### src/rtl/kbd_enc_pkg.sv
package kbd_enc_pkg;

    typedef enum logic [1:0] {
        ST_SCAN   = 2'd0,
        ST_HOLD   = 2'd1,
        ST_SETTLE = 2'd2
    } scan_st_e;

    typedef enum logic [1:0] {
        MD_PLAIN = 2'd0,
        MD_ALPHA = 2'd1,
        MD_SHIFT = 2'd2,
        MD_CTRL  = 2'd3
    } mod_mode_e;

    localparam int CODE_W = 8;
    localparam int POS_W  = 7;

    // Fixed priority: control, then shift, then alpha, then plain.
    function automatic mod_mode_e pick_mode(input logic ctrl, input logic shift,
                                            input logic alpha);
        mod_mode_e m;
        if (ctrl)       m = MD_CTRL;
        else if (shift) m = MD_SHIFT;
        else if (alpha) m = MD_ALPHA;
        else            m = MD_PLAIN;
        return m;
    endfunction

endpackage

### src/rtl/kbd_row_pick.sv
module kbd_row_pick #(
    parameter int N_ROW = 8,
    localparam int ROW_W = (N_ROW > 1) ? $clog2(N_ROW) : 1
) (
    input  logic [N_ROW-1:0] sense,
    output logic             hit,
    output logic [ROW_W-1:0] idx
);
    // Chain of priority stages: lowest index wins.
    logic [ROW_W-1:0] stage_idx [N_ROW+1];
    logic             stage_hit [N_ROW+1];

    assign stage_idx[N_ROW] = '0;
    assign stage_hit[N_ROW] = 1'b0;

    for (genvar i = N_ROW - 1; i >= 0; i--) begin : g_stage
        assign stage_hit[i] = sense[i] | stage_hit[i+1];
        assign stage_idx[i] = sense[i] ? ROW_W'(i) : stage_idx[i+1];
    end

    assign hit = stage_hit[0];
    assign idx = stage_idx[0];
endmodule

### src/rtl/kbd_code_map.sv
module kbd_code_map
    import kbd_enc_pkg::*;
#(
    parameter int N_COL = 11,
    parameter int N_ROW = 8,
    localparam int COL_W = (N_COL > 1) ? $clog2(N_COL) : 1,
    localparam int ROW_W = (N_ROW > 1) ? $clog2(N_ROW) : 1
) (
    input  logic [COL_W-1:0]  col,
    input  logic [ROW_W-1:0]  row,
    input  mod_mode_e         mode,
    output logic [CODE_W-1:0] code
);
    logic [POS_W-1:0] pos;
    logic             is_letter;
    logic [POS_W-1:0] lower;
    logic [POS_W-1:0] shaped;

    always_comb begin
        pos       = POS_W'(int'(col) * N_ROW + int'(row));
        is_letter = pos[6] && (pos[4:0] >= 5'd1) && (pos[4:0] <= 5'd26);
        lower     = is_letter ? (pos | 7'h20) : pos;
        unique case (mode)
            MD_CTRL:  shaped = lower & 7'h1F;
            MD_SHIFT: shaped = is_letter ? (lower ^ 7'h20) : lower;
            MD_ALPHA: shaped = is_letter ? (pos & 7'h5F) : pos;
            default:  shaped = lower;
        endcase
        code = {1'b0, shaped};
    end
endmodule

### src/rtl/kbd_release_timer.sv
module kbd_release_timer #(
    parameter int SETTLE_CYC = 16,
    localparam int CNT_W = $clog2(SETTLE_CYC + 1)
) (
    input  logic clk,
    input  logic rst_n,
    input  logic load,
    output logic expired
);
    logic [CNT_W-1:0] cnt_d, cnt_q;

    always_comb begin
        cnt_d = cnt_q;
        if (load)              cnt_d = CNT_W'(SETTLE_CYC);
        else if (cnt_q != '0)  cnt_d = cnt_q - 1'b1;
    end

    always_ff @(posedge clk or negedge rst_n) begin
        if (!rst_n) cnt_q <= '0;
        else        cnt_q <= cnt_d;
    end

    assign expired = (cnt_q == CNT_W'(1));
endmodule

### src/rtl/kbd_encoder.sv
module kbd_encoder
    import kbd_enc_pkg::*;
#(
    parameter int N_COL      = 11,
    parameter int N_ROW      = 8,
    parameter int SETTLE_CYC = 16,
    localparam int COL_W = (N_COL > 1) ? $clog2(N_COL) : 1,
    localparam int ROW_W = (N_ROW > 1) ? $clog2(N_ROW) : 1
) (
    input  logic              clk,
    input  logic              rst_n,
    output logic [N_COL-1:0]  col_drive,
    input  logic [N_ROW-1:0]  row_sense,
    input  logic              mod_shift,
    input  logic              mod_ctrl,
    input  logic              mod_alpha,
    input  logic [3:0]        sel,
    output logic [CODE_W-1:0] code_out,
    output logic              code_oe,
    output logic              ready_n,
    output logic              repeat_n
);
    typedef struct packed {
        scan_st_e          st;
        logic [COL_W-1:0]  col;
        logic [CODE_W-1:0] code;
        logic              ready_n;
        logic              repeat_n;
        logic              shift;
        logic              ctrl;
    } enc_state_t;

    enc_state_t st_d, st_q;

    logic              key_hit;
    logic [ROW_W-1:0]  key_row;
    logic [CODE_W-1:0] key_code;
    logic              tmr_load;
    logic              tmr_expired;
    logic              rd_sel;
    logic [COL_W-1:0]  col_next;
    mod_mode_e         mode;

    kbd_row_pick #(.N_ROW(N_ROW)) u_pick (
        .sense (row_sense),
        .hit   (key_hit),
        .idx   (key_row)
    );

    assign mode = pick_mode(st_q.ctrl, st_q.shift, mod_alpha);

    kbd_code_map #(.N_COL(N_COL), .N_ROW(N_ROW)) u_map (
        .col  (st_q.col),
        .row  (key_row),
        .mode (mode),
        .code (key_code)
    );

    kbd_release_timer #(.SETTLE_CYC(SETTLE_CYC)) u_tmr (
        .clk     (clk),
        .rst_n   (rst_n),
        .load    (tmr_load),
        .expired (tmr_expired)
    );

    assign rd_sel   = &sel;
    assign col_next = (st_q.col == COL_W'(N_COL - 1)) ? '0 : st_q.col + 1'b1;
    assign tmr_load = ((st_q.st == ST_HOLD) && !key_hit) ||
                      ((st_q.st == ST_SETTLE) && key_hit);

    always_comb begin
        st_d = st_q;
        unique case (st_q.st)
            ST_SCAN: begin
                st_d.shift = mod_shift;
                st_d.ctrl  = mod_ctrl;
                if (key_hit) begin
                    st_d.st   = ST_HOLD;
                    st_d.code = key_code;
                end else begin
                    st_d.col  = col_next;
                end
            end
            ST_HOLD: begin
                if (!key_hit) st_d.st = ST_SETTLE;
            end
            ST_SETTLE: begin
                if (!key_hit && tmr_expired) begin
                    st_d.st  = ST_SCAN;
                    st_d.col = col_next;
                end
            end
            default: st_d.st = ST_SCAN;
        endcase

        if ((st_q.st == ST_SCAN) && key_hit) st_d.ready_n = 1'b0;
        else if (rd_sel)                     st_d.ready_n = 1'b1;

        st_d.repeat_n = !((st_d.st == ST_HOLD) && st_d.ready_n);
    end

    always_ff @(posedge clk or negedge rst_n) begin
        if (!rst_n) begin
            st_q.st       <= ST_SCAN;
            st_q.col      <= '0;
            st_q.code     <= '0;
            st_q.ready_n  <= 1'b1;
            st_q.repeat_n <= 1'b1;
            st_q.shift    <= 1'b0;
            st_q.ctrl     <= 1'b0;
        end else begin
            st_q <= st_d;
        end
    end

    for (genvar c = 0; c < N_COL; c++) begin : g_drive
        assign col_drive[c] = (st_q.col == COL_W'(c));
    end

    assign code_oe  = rd_sel;
    assign code_out = rd_sel ? st_q.code : '0;
    assign ready_n  = st_q.ready_n;
    assign repeat_n = st_q.repeat_n;
endmodule

### config.mk
export PLATFORM = sky130hd
export DESIGN_NAME = kbd_encoder
export DESIGN_NICKNAME = d
export VERILOG_FILES = /design/src/rtl/kbd_enc_pkg.sv /design/src/rtl/kbd_row_pick.sv /design/src/rtl/kbd_code_map.sv /design/src/rtl/kbd_release_timer.sv /design/src/rtl/kbd_encoder.sv
export SDC_FILE = /design/constraint.sdc
export NUM_CORES = 1
export LEC_CHECK = 0
export BUFFER_PORTS_ARGS = -buffer_cell sky130_fd_sc_hd__buf_2
export CORE_AREA = 4 4 58 60
export DETAILED_ROUTE_END_ITERATION = 7
export DIE_AREA = 0 0 62 64
export PLACE_DENSITY = 0.71
export SLEW_MARGIN = 0
export SYNTH_ARGS = -nofsm -noshare
export SYNTH_HDL_FRONTEND = slang
export SYNTH_SLANG_ARGS = --single-unit
### constraint.sdc
create_clock -name clk -period 1.7 [get_ports clk]
set_input_delay 0.425 -clock clk [delete_from_list [all_inputs] [get_ports clk]]
set_output_delay 0.425 -clock clk [all_outputs]
set_load 0.05 [all_outputs]
**After elaboration in Yosys (flattened, before gate mapping)**

Index checks and enable logic that the tools add are counted.

- Equality and inequality tests: 19
- Multiplexer cells: 27
- Bitwise logic cells: 8
- Div/mod/pow operators: 0
- Shift operators: 0
- Reduce and logical (&&, ||, !) cells: 18
- Order comparisons: 2
- Multiply operators: 0
- Add/sub/neg operators: 3

Operator list:

| cell | count |
|---|---|
| two-way mux 3 bit | 8 |
| two-way mux 6 bit | 4 |
| case mux 7 bit (3 select lines) | 1 |
| equality test 4 x 3 -> 1 bit, second input constant | 4 |
| equality test 4 bit, second input constant | 3 |
| two-way mux 5 bit | 2 |
| equality test 4 x 2 -> 1 bit, second input constant | 2 |
| two-way mux 2 bit | 4 |
| two-way mux 4 bit | 2 |
| case mux 4 bit (2 select lines) | 1 |
| adder 7 x 3 -> 7 bit | 1 |
| logical AND 1 bit | 7 |
| two-way mux 7 bit | 1 |
| bitwise OR 1 bit | 7 |
| equality test 2 x 1 -> 1 bit, second input constant | 3 |
| equality test 2 bit, second input constant | 3 |
| case mux 2 bit (3 select lines) | 1 |
| equality test 5 x 1 -> 1 bit, second input constant | 1 |
| >= comparator 5 x 1 -> 1 bit, second input constant | 1 |
| less-or-equal comparator 5 bit, second input constant | 1 |
| nonzero test 5 bit | 1 |
| subtractor 5 x 1 -> 5 bit, second input constant | 1 |
| adder 4 x 1 -> 4 bit, second input constant | 1 |
| equality test 4 x 1 -> 1 bit, second input constant | 1 |
| 12 further kinds | 16 |

- Input bits: 17
- RAM bits: 0
- Output and inout port bits: 22
- Latch bits: 0
- ROM bits: 0
- Word-level logic and storage cells: 85
- Bits in registers: 22
- Memories: 0

**Depth between registers and ports, before layout**

- Depth after elaboration: 16
- Gate-level depth with buffers: 7
- Depth with buffers taken out: 7

**Hierarchy**

A second synthesis with hierarchy kept.

- Cell total of the unflattened synthesis: 146
- Area total of the unflattened synthesis: 1426.4 um^2

By module, submodules not included:

| module | area each (um^2) | instances | seq. area each (um^2) | cells each |
|---|---|---|---|---|
| kbd_encoder | 965.9 | 1 | 452.9 | 91 |
| kbd_release_timer | 269.0 | 1 | 125.1 | 26 |
| kbd_code_map | 111.4 | 1 | 0.0 | 16 |
| kbd_row_pick | 80.1 | 1 | 0.0 | 13 |

**Least setup slack after synthesis**

OpenSTA, ideal clock, no wires.

- Path type: register -> output
- Start point: register st_q[12] (netlist name)
- End point: output col_drive[0]
- Slack: -0.823 ns
- Cell stages (with the launch flop): 3
- Buffers on the path: 1
- Arrival time: 2.098 ns
- Required time: 1.275 ns
- Path through: dfrtp_1 clkbuf_1 nor4_1

- Longest elaborated chain between the ends: 1

RTL lines:

| element | RTL line | source |
|---|---|---|
| logical NOT 4 bit | kbd_encoder.sv:117 | `assign col_drive[c] = (st_q.col == COL_W'(c));` |
| end, declared | kbd_encoder.sv:12 | `output logic [N_COL-1:0] col_drive,` |

Every way passes these cells.

**Worst setup path after layout**

- Start point: register u_tmr.cnt_q[1]
- End point: register st_q[15] (netlist name)

- Longest elaborated chain between the ends: 4

RTL lines:

| element | RTL line | source |
|---|---|---|
| start, declared | kbd_release_timer.sv:10 | `logic [CNT_W-1:0] cnt_d, cnt_q;` |
| start signal, assigned | kbd_release_timer.sv:20 | `else cnt_q <= cnt_d;` |
| equality test 5 x 1 -> 1 bit | kbd_release_timer.sv:23 | `assign expired = (cnt_q == CNT_W'(1));` |
| logical AND 1 bit | kbd_encoder.sv:88 | `if (!key_hit && tmr_expired) begin` |
| inequality test 2 x 1 -> 1 bit (no line) | -- |  |
| AND reduction 3 bit (no line) | -- |  |

Every way passes these cells.
A chain may end at the register's enable or synchronous reset.

==> results.md <==
- Met1 Track Usage GR: 0.251
- DIE WIDTH: approximately 62 µm
- Status: complete, but fails checks
- Hpwl dp: roughly 2500 µm
- Post-route design area: ~2100 µm²
- Via-per-instance ratio: ~5.4
- Sequential fraction of the synthesis area: 0.443
- Commonest non-fill, non-tap cell in the layout: buf_4
- IO Port Bufs: 37
- Cell area after synthesis: 1250 µm²
- Seq cells post-synth: 22
- Placed instance area: between 1500 and 2000 µm²
- Total GRT Usage: 0.206
- Most frequent cells in the layout: 33 x buf_4, 23 x buf_2, 18 x buf_6, 17 x dfrtp_1, 11 x nor2_1
- Ys async rst share: 1.00
- Fin nets: 233
- Root buf cell: clkbuf_4
- Power per cell area: about 710 nW/µm²
- Inserted Diodes: 0
- DR DRC count: 0
- P_leak: between 0.9 and 1 nW
- Clock slew at reported path FFs: about 0.13 ns
- Setup TNS: -1.47 ns
- Final ANT Viol Nets: 0
- Met3 GRT Util: 0.0303
- Pre-Repair DR Iteration Count: 5
- Clk sink count: 22
- GR peak layer: met2
- Worst setup margin: -0.190 ns
- FF-to-FF setup slack: -0.19 ns
- Fin. Hold Viols: 0
- Post-synth cell types: 45
- Worst Setup End Kind: flip-flop
- Die Height: around 64 µm
- Final Max Tran Viols: 0
- Share of cells above drive strength 1: 0.615
- Syn Nets: between 150 and 200
- Syn Area/Cell: approximately 9 µm²
- YS warnings: 0
- Worst min path class: primary input to async pin
- Gp weighted congestion: 0.805
- Syn Inst Count: 138
- Io pins: 39
- Fin crit share: 1.11
- Critical path data arrival time: about 2.1 ns
- Via Count: 1,322
- Max-cap violations: 0
- Starting Density: 0.426
- CP max FO: 4
- Fillers: 215
- CP Data Required Time: ~1.9 ns
- Worst-case clock buffer depth: 2
- Tmin final: roughly 1.9 ns
- Worst r2r src: u_tmr.cnt_q[1]
- Core area: around 3000 µm²
- Area Growth Syn to Fin: 71.2%
- H-tree depth: 1
- Num CTS Buffers: 3
- R2R depth: 7
- Crit start category: flip-flop
- Failing checks: setup timing
- CTS tree: done
- Top cell type's share of synthesized area: 0.401
- RSZ-0062 raised after global routing: yes
- Final setup viols: 15
- Drt wl/cell: 16.0 µm
- Worst-Skew Late Latency: roughly 0.31 ns
- Vias in the first global route: roughly 1,300
- Crit path kind: flip-flop to flip-flop
- VDD IR max: 0.640 mV
- Ys flop type: dfrtp_1
- FMAX: roughly 530 MHz
- Clock skew: about 0.013 ns
- Largest area contributor in the netlist: dfrtp_1
- Pin count of the biggest net entering global routing: 23
- Post-synth EDFFs: 0
- Die area: ~4000 µm²
- Initial antenna violation count: 0
- Std cell rows: 20
- Synth top area cells: dfrtp_1 40%, mux2_2 5.4%, nor2_1 5.1%, dfstp_2 4.2%, and2_1 3.5%
- First-pass GRT wire length: a little over 6000 µm
- Routed WL: 3950 µm
- Initial DRC count: 37
- Grt ovf: 0
- R2r endpoint: st_q[15]
- GRT met2 Usage: 0.354
==> Yosys cell counts (all sizes together) (3+ instances only) <==
master / instances
nand2b: 5
nand2: 11
mux2: 6
inv: 6
nor3: 7
clkbuf: 5
and2: 7
a21oi: 8
o21ai: 8
dfrtp: 20
buf: 3
nor2: 18
==> critical path, stage by stage (launching register included) <==
cell	delay [ns]
dfrtp_1	0.41
inv_2	0.08
ha_4	0.12
or4b_4	0.46
a21oi_2	0.15
nand2_2	0.11
a211o_1	0.26
a22o_1	0.21
==> metal layers <==
layer  part of all wire  vias up
met4              0.026        0
met1               0.39      615
li1                   -      635
met3              0.072       10
met5                  0        -
met2               0.52       62
==> flip-flops by register name, indices dropped and copies added, names as in the netlist <==
| name | cells |
|---|---|
| st_q | 15 |
| u_tmr.cnt_q | 5 |
| ready_n | 1 |
| repeat_n | 1 |
==> how the worst max path moves through the flow <==
stage / from / to / slack [ns] / cells after the start
CTS: u_tmr.cnt_q[1] / st_q[15] / -0.14 / 7
global route: u_tmr.cnt_q[1] / st_q[15] / -0.27 / 7
floorplan: st_q[12] / col_drive[0] / -0.29 / 2
detailed placement: row_sense[4] / st_q[15] / -0.31 / 7
finish: u_tmr.cnt_q[1] / st_q[15] / -0.19 / 7
global placement: row_sense[4] / st_q[9] / -0.29 / 5
==> metrics by stage <==
| step | util | power [mW] | setup slack [ns] | hold WS (ns) | cells |
|---|---|---|---|---|---|
| after global routing | 0.729 | 1.62 | -0.267 | 0.0806 | 246 |
| after global placement | 0.603 | 1.14 | -0.292 | 0.409 | 230 |
| after CTS | 0.697 | 1.52 | -0.136 | 0.0713 | 244 |
| after detailed placement | 0.603 | 1.17 | -0.314 | 0.417 | 230 |
| final | 0.729 | 1.51 | -0.190 | 0.0543 | 246 |
| after floorplan | - | 0.959 | -0.287 | 0.129 | 138 |
==> final cells by class <==
type	instances	area, µm²	share of cell area
Sequential cell	22	557	0.261
Multi-Input combinational cell	102	851	0.398
Clock buffer	4	36.3	0.0170
Timing Repair Buffer	79	626	0.293
Inverter	6	25.0	0.0117
Tap cell	33	41.3	0.0193
==> logic make-up (layout without fill, tap and decap cells) <==
logic type | Yosys count | in the layout | share of synthesized area
flops | 22 | 22 | 0.443
other cells | 1 | 1 | 0.00301
mux | 6 | 6 | 0.0542
xor+xnor | 2 | 2 | 0.0140
buf+inv | 14 | 89 | 0.0522
compound gates | 30 | 30 | 0.153
fa+ha+maj | 2 | 2 | 0.0201
simple gates | 61 | 61 | 0.260
==> power by group <==
group / switching (mW) / leakage (nW) / internal [mW]
Combinational: 0.262 / 0.684 / 0.287
Clock: 0.161 / 0.0210 / 0.131
Sequential: 0.0562 / 0.267 / 0.617
==> what timing repair did <==
| item | 4_1_cts | 5_1_grt |
|---|---|---|
| resized for setup | 48 | 21 |
| hold buffers | 0 | 0 |
| hold endpoints to repair | 0 | 0 |
| endpoints found under the setup margin | 22 | 22 |
| pin swaps | 7 | 6 |
| buffers inserted | 10 | 2 |
Note: power is estimated with default switching activity, not from simulation.
